File: config.mk
export PLATFORM = sky130hd
export DESIGN_NAME = ipi_dest_resolver
export DESIGN_NICKNAME = d
export VERILOG_FILES = /design/src/rtl/ipi_dest_pkg.sv /design/src/rtl/ipi_slot_cmp.sv /design/src/rtl/ipi_dest_decode.sv /design/src/rtl/ipi_dest_resolver.sv
export SDC_FILE = /design/constraint.sdc
export NUM_CORES = 1
export LEC_CHECK = 0
export ABC_AREA = 1
export BUFFER_PORTS_ARGS = -buffer_cell sky130_fd_sc_hd__clkbuf_2
export CAP_MARGIN = 40
export CORE_MARGIN = 5
export CORE_UTILIZATION = 25
export DETAILED_ROUTE_END_ITERATION = 16
export GPL_TIMING_DRIVEN = 0
export MAX_ROUTING_LAYER = met4
export PLACE_DENSITY_LB_ADDON = 0.25
export REMOVE_ABC_BUFFERS = 1
export SYNTH_ARGS = -nofsm -noshare
export SYNTH_HDL_FRONTEND = slang
export SYNTH_HIERARCHICAL = 1
export SYNTH_SLANG_ARGS = --single-unit
File: constraint.sdc
create_clock -name clk -period 0.8 [get_ports clk]
set_clock_uncertainty 0.1 [all_clocks]
set_input_delay 0.04 -clock clk [delete_from_list [all_inputs] [get_ports clk]]
set_output_delay 0.04 -clock clk [all_outputs]
set_load 0.02 [all_outputs]
File: src/rtl/ipi_dest_pkg.sv
package ipi_dest_pkg;
   typedef enum logic [1:0] {
      SH_NONE   = 2'b00,
      SH_SELF   = 2'b01,
      SH_ALL    = 2'b10,
      SH_OTHERS = 2'b11
   } shorthand_e;

   localparam int unsigned NARROW_ID_W = 4;
endpackage

File: src/rtl/ipi_slot_cmp.sv
module ipi_slot_cmp #(
   parameter int unsigned ID_W  = 8,
   parameter int unsigned LEG_W = 4
) (
   input  logic [ID_W-1:0] slot_id,
   input  logic [ID_W-1:0] dest,
   input  logic [ID_W-1:0] sender,
   input  logic            legacy,
   output logic            hit_dest,
   output logic            hit_self
);
   logic [ID_W-1:0] cmp_mask;

   always_comb begin
      cmp_mask = '1;
      if (legacy) cmp_mask = ID_W'({LEG_W{1'b1}});
      hit_dest = ((slot_id ^ dest) & cmp_mask) == '0;
      hit_self = ((slot_id ^ sender) & cmp_mask) == '0;
   end
endmodule

File: src/rtl/ipi_dest_decode.sv
module ipi_dest_decode
   import ipi_dest_pkg::*;
#(
   parameter int unsigned N_SLOTS = 8,
   parameter int unsigned ID_W    = 8,
   parameter int unsigned LEG_W   = 4
) (
   input  logic               logical,
   input  logic [ID_W-1:0]    dest,
   input  shorthand_e         shorthand,
   input  logic               lowpri,
   input  logic               legacy,
   input  logic [N_SLOTS-1:0] en,
   input  logic [N_SLOTS-1:0] hit_dest,
   input  logic [N_SLOTS-1:0] hit_self,
   output logic [N_SLOTS-1:0] vec,
   output logic               unsup,
   output logic               illegal,
   output logic               nomatch,
   output logic               arb
);
   logic bcast;

   always_comb begin
      bcast   = legacy ? (&dest[LEG_W-1:0]) : (&dest);
      vec     = '0;
      unsup   = 1'b0;
      illegal = 1'b0;
      nomatch = 1'b0;
      unique case (shorthand)
         SH_SELF:   vec = en & hit_self;
         SH_ALL:    vec = en;
         SH_OTHERS: vec = en & ~hit_self;
         default: begin
            if (logical) begin
               unsup = 1'b1;
            end else if (bcast && lowpri) begin
               illegal = 1'b1;
            end else if (bcast) begin
               vec = en;
            end else begin
               vec     = en & hit_dest;
               nomatch = ~|(en & hit_dest);
            end
         end
      endcase
      arb = lowpri & ~unsup & ~illegal;
   end
endmodule

File: src/rtl/ipi_dest_resolver.sv
module ipi_dest_resolver
   import ipi_dest_pkg::*;
#(
   parameter int unsigned N_SLOTS = 8,
   parameter int unsigned ID_W    = 8
) (
   input  logic                      clk,
   input  logic                      rst_n,
   input  logic                      legacy_ids,
   input  logic [N_SLOTS-1:0]        slot_en,
   input  logic [N_SLOTS*ID_W-1:0]   slot_ids,
   input  logic                      req_valid,
   input  logic                      req_logical,
   input  logic [ID_W-1:0]           req_dest,
   input  logic [1:0]                req_short,
   input  logic                      req_lowpri,
   input  logic [ID_W-1:0]           req_sender,
   output logic [N_SLOTS-1:0]        res_targets,
   output logic                      res_done,
   output logic                      res_unsupported,
   output logic                      res_illegal,
   output logic                      res_nomatch,
   output logic                      res_arb_req
);
   localparam int unsigned LEG_W = NARROW_ID_W;

   if (ID_W < LEG_W) begin : g_bad_width
      $error("ID_W must be at least the narrow ID width");
   end
   if (N_SLOTS < 1) begin : g_bad_slots
      $error("N_SLOTS must be at least 1");
   end

   logic [N_SLOTS-1:0] hit_dest, hit_self, nxt_vec;
   logic nxt_unsup, nxt_illegal, nxt_nomatch, nxt_arb;

   for (genvar s = 0; s < N_SLOTS; s++) begin : g_slot
      ipi_slot_cmp #(.ID_W(ID_W), .LEG_W(LEG_W)) i_cmp (
         .slot_id  (slot_ids[s*ID_W +: ID_W]),
         .dest     (req_dest),
         .sender   (req_sender),
         .legacy   (legacy_ids),
         .hit_dest (hit_dest[s]),
         .hit_self (hit_self[s])
      );
   end

   ipi_dest_decode #(.N_SLOTS(N_SLOTS), .ID_W(ID_W), .LEG_W(LEG_W)) i_decode (
      .logical   (req_logical),
      .dest      (req_dest),
      .shorthand (shorthand_e'(req_short)),
      .lowpri    (req_lowpri),
      .legacy    (legacy_ids),
      .en        (slot_en),
      .hit_dest  (hit_dest),
      .hit_self  (hit_self),
      .vec       (nxt_vec),
      .unsup     (nxt_unsup),
      .illegal   (nxt_illegal),
      .nomatch   (nxt_nomatch),
      .arb       (nxt_arb)
   );

   always_ff @(posedge clk or negedge rst_n) begin
      if (!rst_n) begin
         res_targets     <= '0;
         res_done        <= 1'b0;
         res_unsupported <= 1'b0;
         res_illegal     <= 1'b0;
         res_nomatch     <= 1'b0;
         res_arb_req     <= 1'b0;
      end else begin
         res_done        <= req_valid;
         res_targets     <= req_valid ? nxt_vec : '0;
         res_unsupported <= req_valid & nxt_unsup;
         res_illegal     <= req_valid & nxt_illegal;
         res_nomatch     <= req_valid & nxt_nomatch;
         res_arb_req     <= req_valid & nxt_arb;
      end
   end

   assert_done_follows_req_R1: assert property (@(posedge clk) disable iff (!rst_n)
      req_valid |=> res_done);
   assert_no_spurious_done_R1: assert property (@(posedge clk) disable iff (!rst_n)
      !req_valid |=> !res_done);
   assert_disabled_absent_R9: assert property (@(posedge clk) disable iff (!rst_n)
      req_valid |=> ((res_targets & ~$past(slot_en)) == '0));
   assert_unsup_empty_R6: assert property (@(posedge clk) disable iff (!rst_n)
      res_unsupported |-> (res_targets == '0));
   assert_illegal_empty_R7: assert property (@(posedge clk) disable iff (!rst_n)
      res_illegal |-> (res_targets == '0));
   assert_flags_exclusive_R8: assert property (@(posedge clk) disable iff (!rst_n)
      $onehot0({res_unsupported, res_illegal, res_nomatch}));
   assert_idle_quiet_R11: assert property (@(posedge clk) disable iff (!rst_n)
      !res_done |-> (res_targets == '0 && !res_arb_req && !res_nomatch));
endmodule

# After elaboration in Yosys (flattened, before gate mapping)
# Index checks and enable logic that the tools add are counted.
[word_totals]
input_bits = 96
mem_count = 0
latchBits = 0
regBits = 13
rom_bits = 0
mem_bits_rw = 0
[op_classes]
n_reduce_logical = 22
multipliers = 0
addsub = 0
n_bitwise = 44
mux = 16
shift = 0
eq_ne = 3
order_cmp = 0
n_div = 0
[op_table]
columns = ["operator", "n"]
rows = [
  ["8-bit AND", 19],
  ["8-bit zero test", 16],
  ["8-bit bitwise XOR", 16],
  ["8-bit 2-to-1 mux", 5],
  ["8-bit one-hot mux with 3 select lines", 1],
  ["1-bit 2-to-1 mux", 10],
  ["8-bit inverter", 1],
  ["8-bit AND reduction", 1],
  ["8-bit OR reduction", 1],
  ["1-bit AND", 6],
  ["2-bit == test, second input constant", 2],
  ["4-bit AND reduction", 1],
  ["3-bit OR reduction", 1],
  ["2-bit by 1-bit == test with 1-bit output, second input constant", 1],
  ["1-bit inverter", 2],
  ["1-bit logical AND", 1],
  ["1-bit zero test", 1],
]

# Longest topological paths before layout
# Gate-level depths: netlist of run 1.
[depth]
ltp_word = 11
ltp_mapped = 14
depth_no_buf = 14

# Hierarchy
# The synthesis of run 1 kept the hierarchy.
[modules_own_cells]
columns = ["mod", "instances", "cells_per_inst", "area_per_inst_um2"]
rows = [
  ["ipi_slot_cmp", 8, 63, 289.0],
  ["ipi_dest_decode", 1, 108, 520.5],
  ["ipi_dest_resolver", 1, 38, 426.7],
]

# Least setup slack after synthesis of run 1
# Ideal clock, no wire load.
[synth_timing]
path_type = "in2reg"
from = "input port req_dest[2]"
to = "register res_nomatch"
path_buffers = 0
arrival_ns = 0.829
required_ns = 0.587
path_stages = 11
setup_ns = 0.113
setup_slack_ns = -0.242
path_cell_list = "xor2_1 -> nor2_2 -> nand2_1 -> nor2_1 -> inv_1 -> o21ai_0 -> a21oi_1 -> nand3_1 -> nor2_1 -> nand2_1 -> inv_1"
[synth_between]
elab_chain_cells = 11
word_cells_on_any_way = 36
cone_classes = "mux: 5; bitwise: 18; reduce/logical: 13"
[synth_lines]
columns = ["item", "line_no", "text"]
rows = [
  ["from (decl)", "ipi_dest_resolver.sv:14", "input logic [ID_W-1:0] req_dest,"],
  ["8-bit bitwise XOR", "ipi_slot_cmp.sv:17", "hit_dest = ((slot_id ^ dest) & cmp_mask) == '0;"],
  ["8-bit AND", "ipi_slot_cmp.sv:17", ""],
  ["8-bit zero test", "ipi_slot_cmp.sv:17", ""],
  ["net hit_dest[7]", "ipi_dest_resolver.sv:34", "logic [N_SLOTS-1:0] hit_dest, hit_self, nxt_vec;"],
  ["8-bit AND", "ipi_dest_decode.sv:43", "nomatch = ~|(en & hit_dest);"],
  ["8-bit OR reduction", "ipi_dest_decode.sv:43", ""],
  ["1-bit zero test", "ipi_dest_decode.sv:43", ""],
  ["1-bit 2-to-1 mux", "ipi_dest_decode.sv:39", "end else if (bcast) begin"],
  ["1-bit 2-to-1 mux", "ipi_dest_decode.sv:37", "end else if (bcast && lowpri) begin"],
  ["1-bit 2-to-1 mux", "ipi_dest_decode.sv:35", "if (logical) begin"],
  ["1-bit 2-to-1 mux", "ipi_dest_decode.sv:30", "unique case (shorthand)"],
  ["net nxt_nomatch", "ipi_dest_resolver.sv:35", "logic nxt_unsup, nxt_illegal, nxt_nomatch, nxt_arb;"],
  ["1-bit AND", "ipi_dest_resolver.sv:77", "res_nomatch <= req_valid & nxt_nomatch;"],
  ["to (signal assigned)", "ipi_dest_resolver.sv:77", ""],
  ["to (decl)", "ipi_dest_resolver.sv:22", "output logic res_nomatch,"],
]
# The timed path passes the listed nets, and every way through them passes these cells.

# Final worst setup path of run 1
[layout_timing]
from = "input port legacy_ids"
to = "register res_nomatch"
[layout_between]
elab_chain_cells = 11
word_cells_on_any_way = 27
cone_classes = "mux: 6; bitwise: 10; reduce/logical: 11"
[layout_lines]
columns = ["item", "line_no", "text"]
rows = [
  ["from (decl)", "ipi_dest_resolver.sv:9", "input logic legacy_ids,"],
  ["8-bit 2-to-1 mux", "ipi_slot_cmp.sv:16", "if (legacy) cmp_mask = ID_W'({LEG_W{1'b1}});"],
  ["8-bit AND", "ipi_slot_cmp.sv:17", ""],
  ["8-bit zero test", "ipi_slot_cmp.sv:17", ""],
  ["net hit_dest[7]", "ipi_dest_resolver.sv:34", ""],
  ["8-bit AND", "ipi_dest_decode.sv:43", ""],
  ["8-bit OR reduction", "ipi_dest_decode.sv:43", ""],
  ["1-bit zero test", "ipi_dest_decode.sv:43", ""],
  ["1-bit 2-to-1 mux", "ipi_dest_decode.sv:39", ""],
  ["1-bit 2-to-1 mux", "ipi_dest_decode.sv:37", ""],
  ["1-bit 2-to-1 mux", "ipi_dest_decode.sv:35", ""],
  ["1-bit 2-to-1 mux", "ipi_dest_decode.sv:30", ""],
  ["net nxt_nomatch", "ipi_dest_resolver.sv:35", ""],
  ["1-bit AND", "ipi_dest_resolver.sv:77", ""],
]
# The timed path passes the listed nets, and every way through them passes these cells.

==> results of run 1 <==
## state kept, by name, summed over array words and instances (netlist names)
name             count
res_arb_req          1
res_done             1
res_illegal          1
res_nomatch          1
res_targets          8
res_unsupported      1
## logic make-up after synthesis
logic type	share of synthesized area
DFF	0.0998
AOI/OAI and AO/OA	0.0273
and+or+nand+nor	0.494
xor gates and xnor gates	0.172
buffers and inverters	0.207
## metal layers
layer	GRT usage	up-vias	share of wire
met2	0.259	87	0.47
met4	0.0315	0	0.017
met3	0.0159	12	0.051
met1	0.200	1651	0.46
met5	-	-	0
li1	-	2157	-
## critical path, stage by stage
cell and delay (ns):
clkbuf_16 0.16, clkinv_8 0.08, nand3_2 0.06, nand2_1 0.05
inv_1 0.06, nand2_2 0.08, nor2_2 0.13, inv_2 0.06
o21ai_2 0.15, a21oi_2 0.05, nand3_1 0.06, nor2_1 0.05
nand2_1 0.06, inv_1 0.04
## synthesized netlist by cell type, drive strengths merged
cell / n
o2111ai: 1
xor2: 64
dfrtp: 13
o21ai: 7
inv: 169
nand3: 83
o21bai: 1
nand2: 242
buf: 4
nor2: 60
a21oi: 6
## power breakdown
| part | internal (mW) | leakage, nW | switching, mW | total, mW |
|---|---|---|---|---|
| Clock | 0.669 | 0.0382 | 0.237 | 0.905 |
| Sequential | 0.685 | 0.174 | 0.0113 | 0.696 |
| Combinational | 0.993 | 2.79 | 1.28 | 2.27 |
| Total | 2.35 | 3.00 | 1.53 | 3.87 |
## timing repair
item,CTS,global route
hold buffers,1,0
hold endpoints to repair,13,0
resized for setup,94,108
endpoints found under the setup margin,24,24
setup buffers,0,13
gates cloned,6,4
pin swaps,55,58
## layout make-up
type	count	share of cell area
sequential	13	0.0656
tap	172	0.0434
clock buffer	4	0.0159
timing repair buffer	131	0.235
inverter	169	0.137
multi-input combinational	465	0.503
## stage by stage
step | std cells | hold WS [ns] | TNS, ns | util
5_1_grt | 954 | 0.0224 | -4.79 | 0.390
3_5_place_dp | 926 | -0.152 | -8.00 | 0.313
4_1_cts | 937 | 0.00721 | -3.40 | 0.357
3_3_place_gp | 926 | -0.152 | -8.06 | 0.313
2_1_floorplan | 646 | -0.356 | -1.53 | -
6_report | 954 | -0.00122 | -3.37 | 0.390
## placed cells by master (no fill, tap or decap), types with 2 or more instances in the layout
| cell type | n |
|---|---|
| nand2_1 | 223 |
| inv_1 | 109 |
| clkbuf_2 | 76 |
| nand3_1 | 74 |
| xor2_1 | 62 |
| inv_2 | 52 |
| nor2_2 | 28 |
| nor2_1 | 27 |
| buf_6 | 20 |
| clkbuf_16 | 15 |
| nand2_2 | 15 |
| dfrtp_1 | 13 |
| clkbuf_8 | 10 |
| buf_4 | 10 |
| nand3_2 | 7 |
| nor2_4 | 5 |
| inv_4 | 4 |
| nand2_4 | 4 |
| o21ai_1 | 4 |
| nand3_4 | 3 |
| a21oi_1 | 3 |
| a21oi_2 | 3 |
| inv_6 | 2 |
| xor2_2 | 2 |
| clkinv_8 | 2 |
## worst paths after layout
| path | slack, ns | endpoint | cells past startpoint |
|---|---|---|---|
| max | -0.30 | res_nomatch$_DFF_PN0_ | 14 |
| min | -0.001 | res_done$_DFF_PN0_ | 1 |
| max in group asynchronous | 0.23 | res_done$_DFF_PN0_ | 2 |
| min in group asynchronous | 0.14 | res_targets[6]$_DFF_PN0_ | 2 |
==> run_results.csv, run 1 <==
group,metric,value,unit
run_status,status,"finished with violations",
run_status,violations,"negative hold slack, negative setup slack",
hold_path,holdCritPathClass,"primary input to flip-flop",
layout,diodes,0,
floorplan,rows,41,
global_route,grt_pass1_vias,3725,
placement,place.gp.congestion,0.837,
logic_synthesis,yosysTopAreaCell,"nand2_1",
layout,n_fill_cell,1491,
timing,layout_min_cycle_time,1.10,ns
layout,drive_above_1_share,0.338,
route,drc_errors,0,
layout,layout.nets,879,
global_route,grt_usage,0.154,
floorplan,start_util,0.256,
critical_path,startpoint,"legacy_ids",
logic_synthesis,ys_warn_count,6,
timing,hold_violations,1,
critical_path,cp-start-kind,"primary input",
floorplan,io_pins,109,
logic_synthesis,synth.cell_area,3260,sq um
floorplan,die_x,124,microns
layout,register_area,325,sq um
floorplan,fp.dieH,124,microns
timing,slew_violations,0,
power,leakage,3.00,nW
layout,fin_area,4960,sq um
hold_path,min-delay-start,"req_valid",
timing,setup_violations,24,
global_route,grt_pass1_wl,18100,microns
timing,max_freq,911,MHz
cts,clk_pin_slew_worst_paths,0.04,ns
placement,placed_area,3980,sq um
layout,syn_to_final_growth,52.1,%
floorplan,dieArea,15400,sq um
placement,place_hpwl,8720,microns
layout,multi_input_area,2490,sq um
route,drtPass1Iterations,4,
critical_path,cp-end-kind,"flip-flop",
route,dr_total_vias,3907,
logic_synthesis,ys_ff_latch,13,
floorplan,core_area,12700,sq um
timing,finalWorstSetupSlack,-0.297,ns
global_route,grt.overflow.total,0,
run,drv_cap,0,
route,wire_per_inst,12.7,microns
logic_synthesis,avgSynthCellArea,5.01,sq um
timing,tightestPinTransition,0.312,ns
global_route,grt_start_max_net_pins,18,
timing,rsz0062_at_grt,"true",
power,power_density,782,nW/um^2
cts,cts_sinks,13,
global_route,antenna_found_initial,0,
route,drtIter0Drc,168,
route,via_per_inst,4.10,
logic_synthesis,synth_top_area_share,0.278,
power,ir_drop,0.889,mV
critical_path,cp.required,0.83,ns
logic_synthesis,ys_seq_area_frac,0.0998,
timing,max-slew-margin-rel,0.792,
cts,cts_buffers,3,
placement,io_buffer_count,108,
power,power.total,3.87,mW
route,wl,12100,microns
timing,hold_slack,-0.00122,ns
cts,clockBufferDepth,2,
cts,cts_tree,"done",
critical_path,criticalPathCategory,"primary input to flip-flop",
placement,post-place-ws,-0.862,ns
critical_path,path_max_fanout,8,
timing,period_share,1.37,
cts,cts-htree-levels,1,
route,drtAntennaViolNets,0,
logic_synthesis,synth.distinct_cells,19,
cts,root_buffer,"clkbuf_16",
logic_synthesis,synth.area.top_cells,"nand2_1 (28%), xor2_1 (17%), inv_1 (16%)",
critical_path,cp.arrival,1.12,ns
logic_synthesis,netlist_instances,650,
No activity file was read; power rests on OpenSTA's default activity.
==> inputs of run 2 (changes only) <==
--- a/config.mk
+++ b/config.mk
@@ -15,6 +15,7 @@
 export MAX_ROUTING_LAYER = met4
 export PLACE_DENSITY_LB_ADDON = 0.25
 export REMOVE_ABC_BUFFERS = 1
+export SETUP_SLACK_MARGIN = 0.15
 export SYNTH_ARGS = -nofsm -noshare
 export SYNTH_HDL_FRONTEND = slang
 export SYNTH_HIERARCHICAL = 1
==> run_results.csv, run 2 (same netlist as run 1, synthesis figures left out) <==
group,metric,value,unit
layout,diodes,0,
run,drv_cap,0,
critical_path,cp-start-kind,"primary input",
floorplan,io_pins,109,
timing,period_share,1.37,
cts,cts_sinks,13,
timing,tightestPinTransition,0.299,ns
floorplan,core_area,12700,sq um
critical_path,path_max_fanout,8,
floorplan,die_x,124,microns
critical_path,crit_slowest_cell,"clkbuf_16",
route,via_per_inst,4.11,
power,ir_drop,0.889,mV
critical_path,crit_chain,"clkbuf_16 -> clkinv_8 -> nand3_2 -> nand2_1 -> inv_1 -> nand2_2 -> nor2_2 -> inv_2 -> o21ai_2 -> a21oi_2 -> nand3_1 -> nor2_1 -> nand2_1 -> inv_1",
layout,multi_input_area,2500,sq um
layout,final_cell_mix,"nand2_1 (222), inv_1 (107), nand3_1 (74), clkbuf_2 (74), xor2_1 (62)",
floorplan,start_util,0.256,
layout,register_area,325,sq um
layout,largest_reg_flops,8,
power,power.total,3.88,mW
global_route,grt_start_max_net_pins,18,
global_route,grt_util_met1,0.200,
global_route,grt_pass1_wl,18100,microns
placement,place.gp.congestion,0.837,
timing,max-slew-margin-rel,0.800,
route,drtIter0Drc,165,
floorplan,fp.dieH,124,microns
power,power_density,782,nW/um^2
critical_path,criticalPathCategory,"primary input to flip-flop",
layout,layout.nets,879,
global_route,grt.overflow.total,0,
timing,max_freq,913,MHz
cts,cts_buffers,3,
global_route,grt_usage,0.154,
layout,syn_to_final_growth,52.4,%
critical_path,crit_cells,14,
critical_path,worstSetupEndpoint,"res_nomatch$_DFF_PN0_",
route,dr_total_vias,3925,
layout,largest_register,"res_targets",
global_route,top_usage_layer,"met2",
critical_path,cp-end-kind,"flip-flop",
run_status,status,"finished with violations",
critical_path,max_stage_delay,0.16,ns
hold_path,holdCritPathClass,"primary input to flip-flop",
global_route,grt_pass1_vias,3725,
route,drtAntennaViolNets,0,
cts,cts-htree-levels,1,
cts,clockBufferDepth,2,
layout,fin_util,0.391,
placement,place_hpwl,8720,microns
critical_path,critPathBufInv,5,
route,wire_per_inst,12.7,microns
route,drtPass1Iterations,4,
cts,root_buffer,"clkbuf_16",
critical_path,cp.arrival,1.12,ns
cts,cts_tree,"done",
critical_path,path_delay_family,"simple AND/OR/NAND/NOR gates",
global_route,antenna_found_initial,0,
timing,finalWorstSetupSlack,-0.295,ns
critical_path,startpoint,"legacy_ids",
cts,clk_pin_slew_worst_paths,0.04,ns
floorplan,dieArea,15400,sq um
power,leakage,3.00,nW
timing,slew_violations,0,
route,drc_errors,0,
layout,layout_commonest_cell,"nand2_1",
timing,rsz0062_at_grt,"true",
layout,n_fill_cell,1494,
timing,setup_violations,24,
layout,drive_above_1_share,0.343,
timing,layout_min_cycle_time,1.10,ns
timing,hold_violations,0,
route,wl,12100,microns
floorplan,rows,41,
global_route,grt_use_met2,0.259,
critical_path,cp.required,0.83,ns
run_status,violations,"negative setup slack",
placement,io_buffer_count,108,
global_route,grtUsageMet3,0.0159,
==> run 2: cell count changes in the layout (fill, tap and decap cells not counted), sizes merged <==
cell / delta
buf: +2
clkbuf: -2
==> run 2: how the worst min path moves through the flow <==
stage | from | endpoint | slack (ns) | cells after the start
finish | req_valid | res_done$_DFF_PN0_ | 0.0006 | 1
global route | req_valid | res_done$_DFF_PN0_ | 0.02 | 1
CTS | req_valid | res_done$_DFF_PN0_ | 0.007 | 1
detailed placement | rst_n | res_targets[4]$_DFF_PN0_ | -0.15 | 1
global placement | rst_n | res_targets[4]$_DFF_PN0_ | -0.15 | 1
floorplan | rst_n | res_arb_req$_DFF_PN0_ | -0.36 | 0
==> run 2: layout make-up <==
class                   count  area share
well taps                 172      0.0433
flip-flops and latches     13      0.0655
multi-input cells         465       0.503
clock buffers               4      0.0159
repair buffers            131       0.234
inverters                 169       0.138
==> run 2: metrics by stage <==
stage	worst slack, ns	setup TNS [ns]	instance area (sq um)	hold WS (ns)	cells
2_1_floorplan	-0.242	-1.53	3220	-0.356	646
3_3_place_gp	-0.872	-8.06	3980	-0.152	926
3_5_place_dp	-0.862	-8.00	3980	-0.152	926
4_1_cts	-0.299	-3.40	4540	0.00721	937
5_1_grt	-0.406	-4.68	4970	0.0224	954
6_report	-0.295	-3.35	4970	0.000586	954
==> run 2: layer usage <==
| metal | vias up | part of all wire |
|---|---|---|
| li1 | 2156 | - |
| met1 | 1660 | 0.46 |
| met2 | 97 | 0.47 |
| met3 | 12 | 0.056 |
| met4 | 0 | 0.017 |
| met5 | - | 0 |
==> run 2: what timing repair did <==
item,4_1_cts,5_1_grt
setup buffers,0,13
gates cloned,6,4
hold endpoints to repair,13,0
pin swaps,55,58
resized for setup,94,117
hold buffers,1,0
endpoints found under the setup margin,24,38
==> run 2: power breakdown <==
part / total, mW / internal (mW) / switching (mW)
Combinational: 2.28 / 0.996 / 1.29
Sequential: 0.696 / 0.685 / 0.0113
Clock: 0.906 / 0.669 / 0.237
Total: 3.88 / 2.35 / 1.53
==> inputs of run 3 (changes only) <==
--- a/config.mk
+++ b/config.mk
@@ -13,7 +13,7 @@
 export DETAILED_ROUTE_END_ITERATION = 16
 export GPL_TIMING_DRIVEN = 0
 export MAX_ROUTING_LAYER = met4
-export PLACE_DENSITY_LB_ADDON = 0.25
+export PLACE_DENSITY = 0.5
 export REMOVE_ABC_BUFFERS = 1
 export SETUP_SLACK_MARGIN = 0.15
 export SYNTH_ARGS = -nofsm -noshare
==> run_results.csv, run 3 (same netlist as run 1, synthesis figures left out) <==
group,metric,value,unit
global_route,grt_start_max_net_pins,18,
layout,syn_to_final_growth,51.2,%
power,power_density,777,nW/um^2
timing,tns,-3.56,ns
cts,clk_pin_slew_worst_paths,0.04,ns
layout,final_cell_mix,"nand2_1 (219), inv_1 (125), clkbuf_2 (74)",
placement,place.gp.congestion,0.780,
timing,max_freq,902,MHz
hold_path,whs_endpoint,"res_done$_DFF_PN0_",
floorplan,io_pins,109,
timing,layout_min_cycle_time,1.11,ns
timing,rsz0062_at_grt,"true",
global_route,grt_pass1_vias,3552,
hold_path,holdCritPathClass,"primary input to flip-flop",
timing,hold_slack,0.00874,ns
route,wl,12200,microns
route,drtPass1Iterations,4,
layout,layout_commonest_cell,"nand2_1",
layout,fin_area,4930,sq um
critical_path,path_max_fanout,8,
floorplan,start_util,0.256,
global_route,grt_usage,0.155,
critical_path,cp.arrival,1.18,ns
cts,cts_buffers,3,
timing,setup_violations,24,
floorplan,die_x,124,microns
layout,n_fill_cell,1473,
run_status,violations,"negative setup slack",
critical_path,cp-end-kind,"flip-flop",
cts,cts_tree,"done",
route,drtIter0Drc,191,
timing,hold_violations,0,
critical_path,startpoint,"req_sender[2]",
power,ir_drop,0.517,mV
critical_path,max_stage_delay,0.16,ns
layout,diodes,0,
global_route,antenna_found_initial,0,
global_route,grt_pass1_wl,18100,microns
route,drtAntennaViolNets,0,
power,leakage,2.98,nW
layout,multi_input_area,2520,sq um
critical_path,crit_slowest_cell,"nor2_1",
route,wire_per_inst,12.8,microns
placement,place_hpwl,8670,microns
critical_path,crit_top_cell,"nand2_1",
layout,drive_above_1_share,0.319,
route,drc_errors,0,
cts,cts-htree-levels,1,
floorplan,core_area,12700,sq um
global_route,grt.overflow.total,0,
placement,io_buffer_count,108,
timing,period_share,1.39,
layout,largest_reg_flops,8,
run,drv_cap,0,
hold_path,hold_depth,1,
critical_path,cp-start-kind,"primary input",
layout,instances_no_fill,950,
floorplan,dieArea,15400,sq um
timing,tightestPinTransition,0.298,ns
timing,max-slew-margin-rel,0.800,
critical_path,cp.required,0.87,ns
placement,placed_area,3980,sq um
layout,layout.nets,875,
cts,clockBufferDepth,2,
route,dr_total_vias,3935,
timing,slew_violations,0,
floorplan,rows,41,
critical_path,criticalPathCategory,"primary input to flip-flop",
cts,root_buffer,"clkbuf_16",
layout,register_area,325,sq um
run_status,status,"finished with violations",
layout,largest_register,"res_targets",
cts,cts_sinks,13,
timing,finalWorstSetupSlack,-0.309,ns
hold_path,min-delay-start,"req_valid",
critical_path,crit_chain,"clkbuf_16 -> xor2_1 -> nor2_1 -> nand2_1 -> nor2_2 -> nand2_2 -> a21oi_2 -> o21ai_1 -> nand2_1 -> nand2_1 -> inv_1",
layout,fin_util,0.387,
route,via_per_inst,4.14,
placement,placedCellCount,926,
floorplan,fp.dieH,124,microns
==> run 3: stage by stage <==
stage,setup slack (ns),total power [mW]
global placement,-0.872,2.48
finish,-0.309,3.83
floorplan,-0.242,1.71
CTS,-0.307,3.72
detailed placement,-0.856,2.48
global route,-0.404,4.15
==> run 3: area by class of cell <==
| type | count | area share |
|---|---|---|
| flip-flops and latches | 13 | 0.0660 |
| repair buffers | 126 | 0.228 |
| multi-input cells | 466 | 0.511 |
| clock buffers | 4 | 0.0160 |
| well taps | 172 | 0.0437 |
| inverters | 169 | 0.135 |
==> run 3: worst max-delay path: cells and delay by family <==
family / cells / cell delay [ns]
xor+xnor: 1 / 0.14
buf+inv: 2 / 0.19
compound gates: 2 / 0.22
simple gates: 6 / 0.59
==> run 3: worst max path at each step <==
stage / end / cells past startpoint
6_report: res_targets[4]$_DFF_PN0_ / 11
5_1_grt: res_nomatch$_DFF_PN0_ / 14
4_1_cts: res_nomatch$_DFF_PN0_ / 14
3_5_place_dp: res_nomatch$_DFF_PN0_ / 15
3_3_place_gp: res_nomatch$_DFF_PN0_ / 14
2_1_floorplan: res_nomatch$_DFF_PN0_ / 11
==> run 3: repair_timing <==
action,CTS,global route
hold buffers,1,0
gates resized for setup,88,97
gates cloned,10,1
buffers inserted,4,4
endpoints found under the hold margin,13,0
pin swaps,40,36
endpoints found under the setup margin,24,38
==> run 3: where the power goes <==
group	internal, mW	leakage, nW	switching, mW
Combinational	0.967	2.77	1.26
Sequential	0.685	0.174	0.0115
Clock	0.668	0.0382	0.235
==> run 3: per-layer routing <==
layer / up-vias / part of all wire / track usage
met1: 1689 / 0.47 / 0.205
met4: 0 / 0.011 / 0.0233
met3: 10 / 0.047 / 0.0127
met5: - / 0 / -
met2: 91 / 0.48 / 0.265
li1: 2145 / - / -
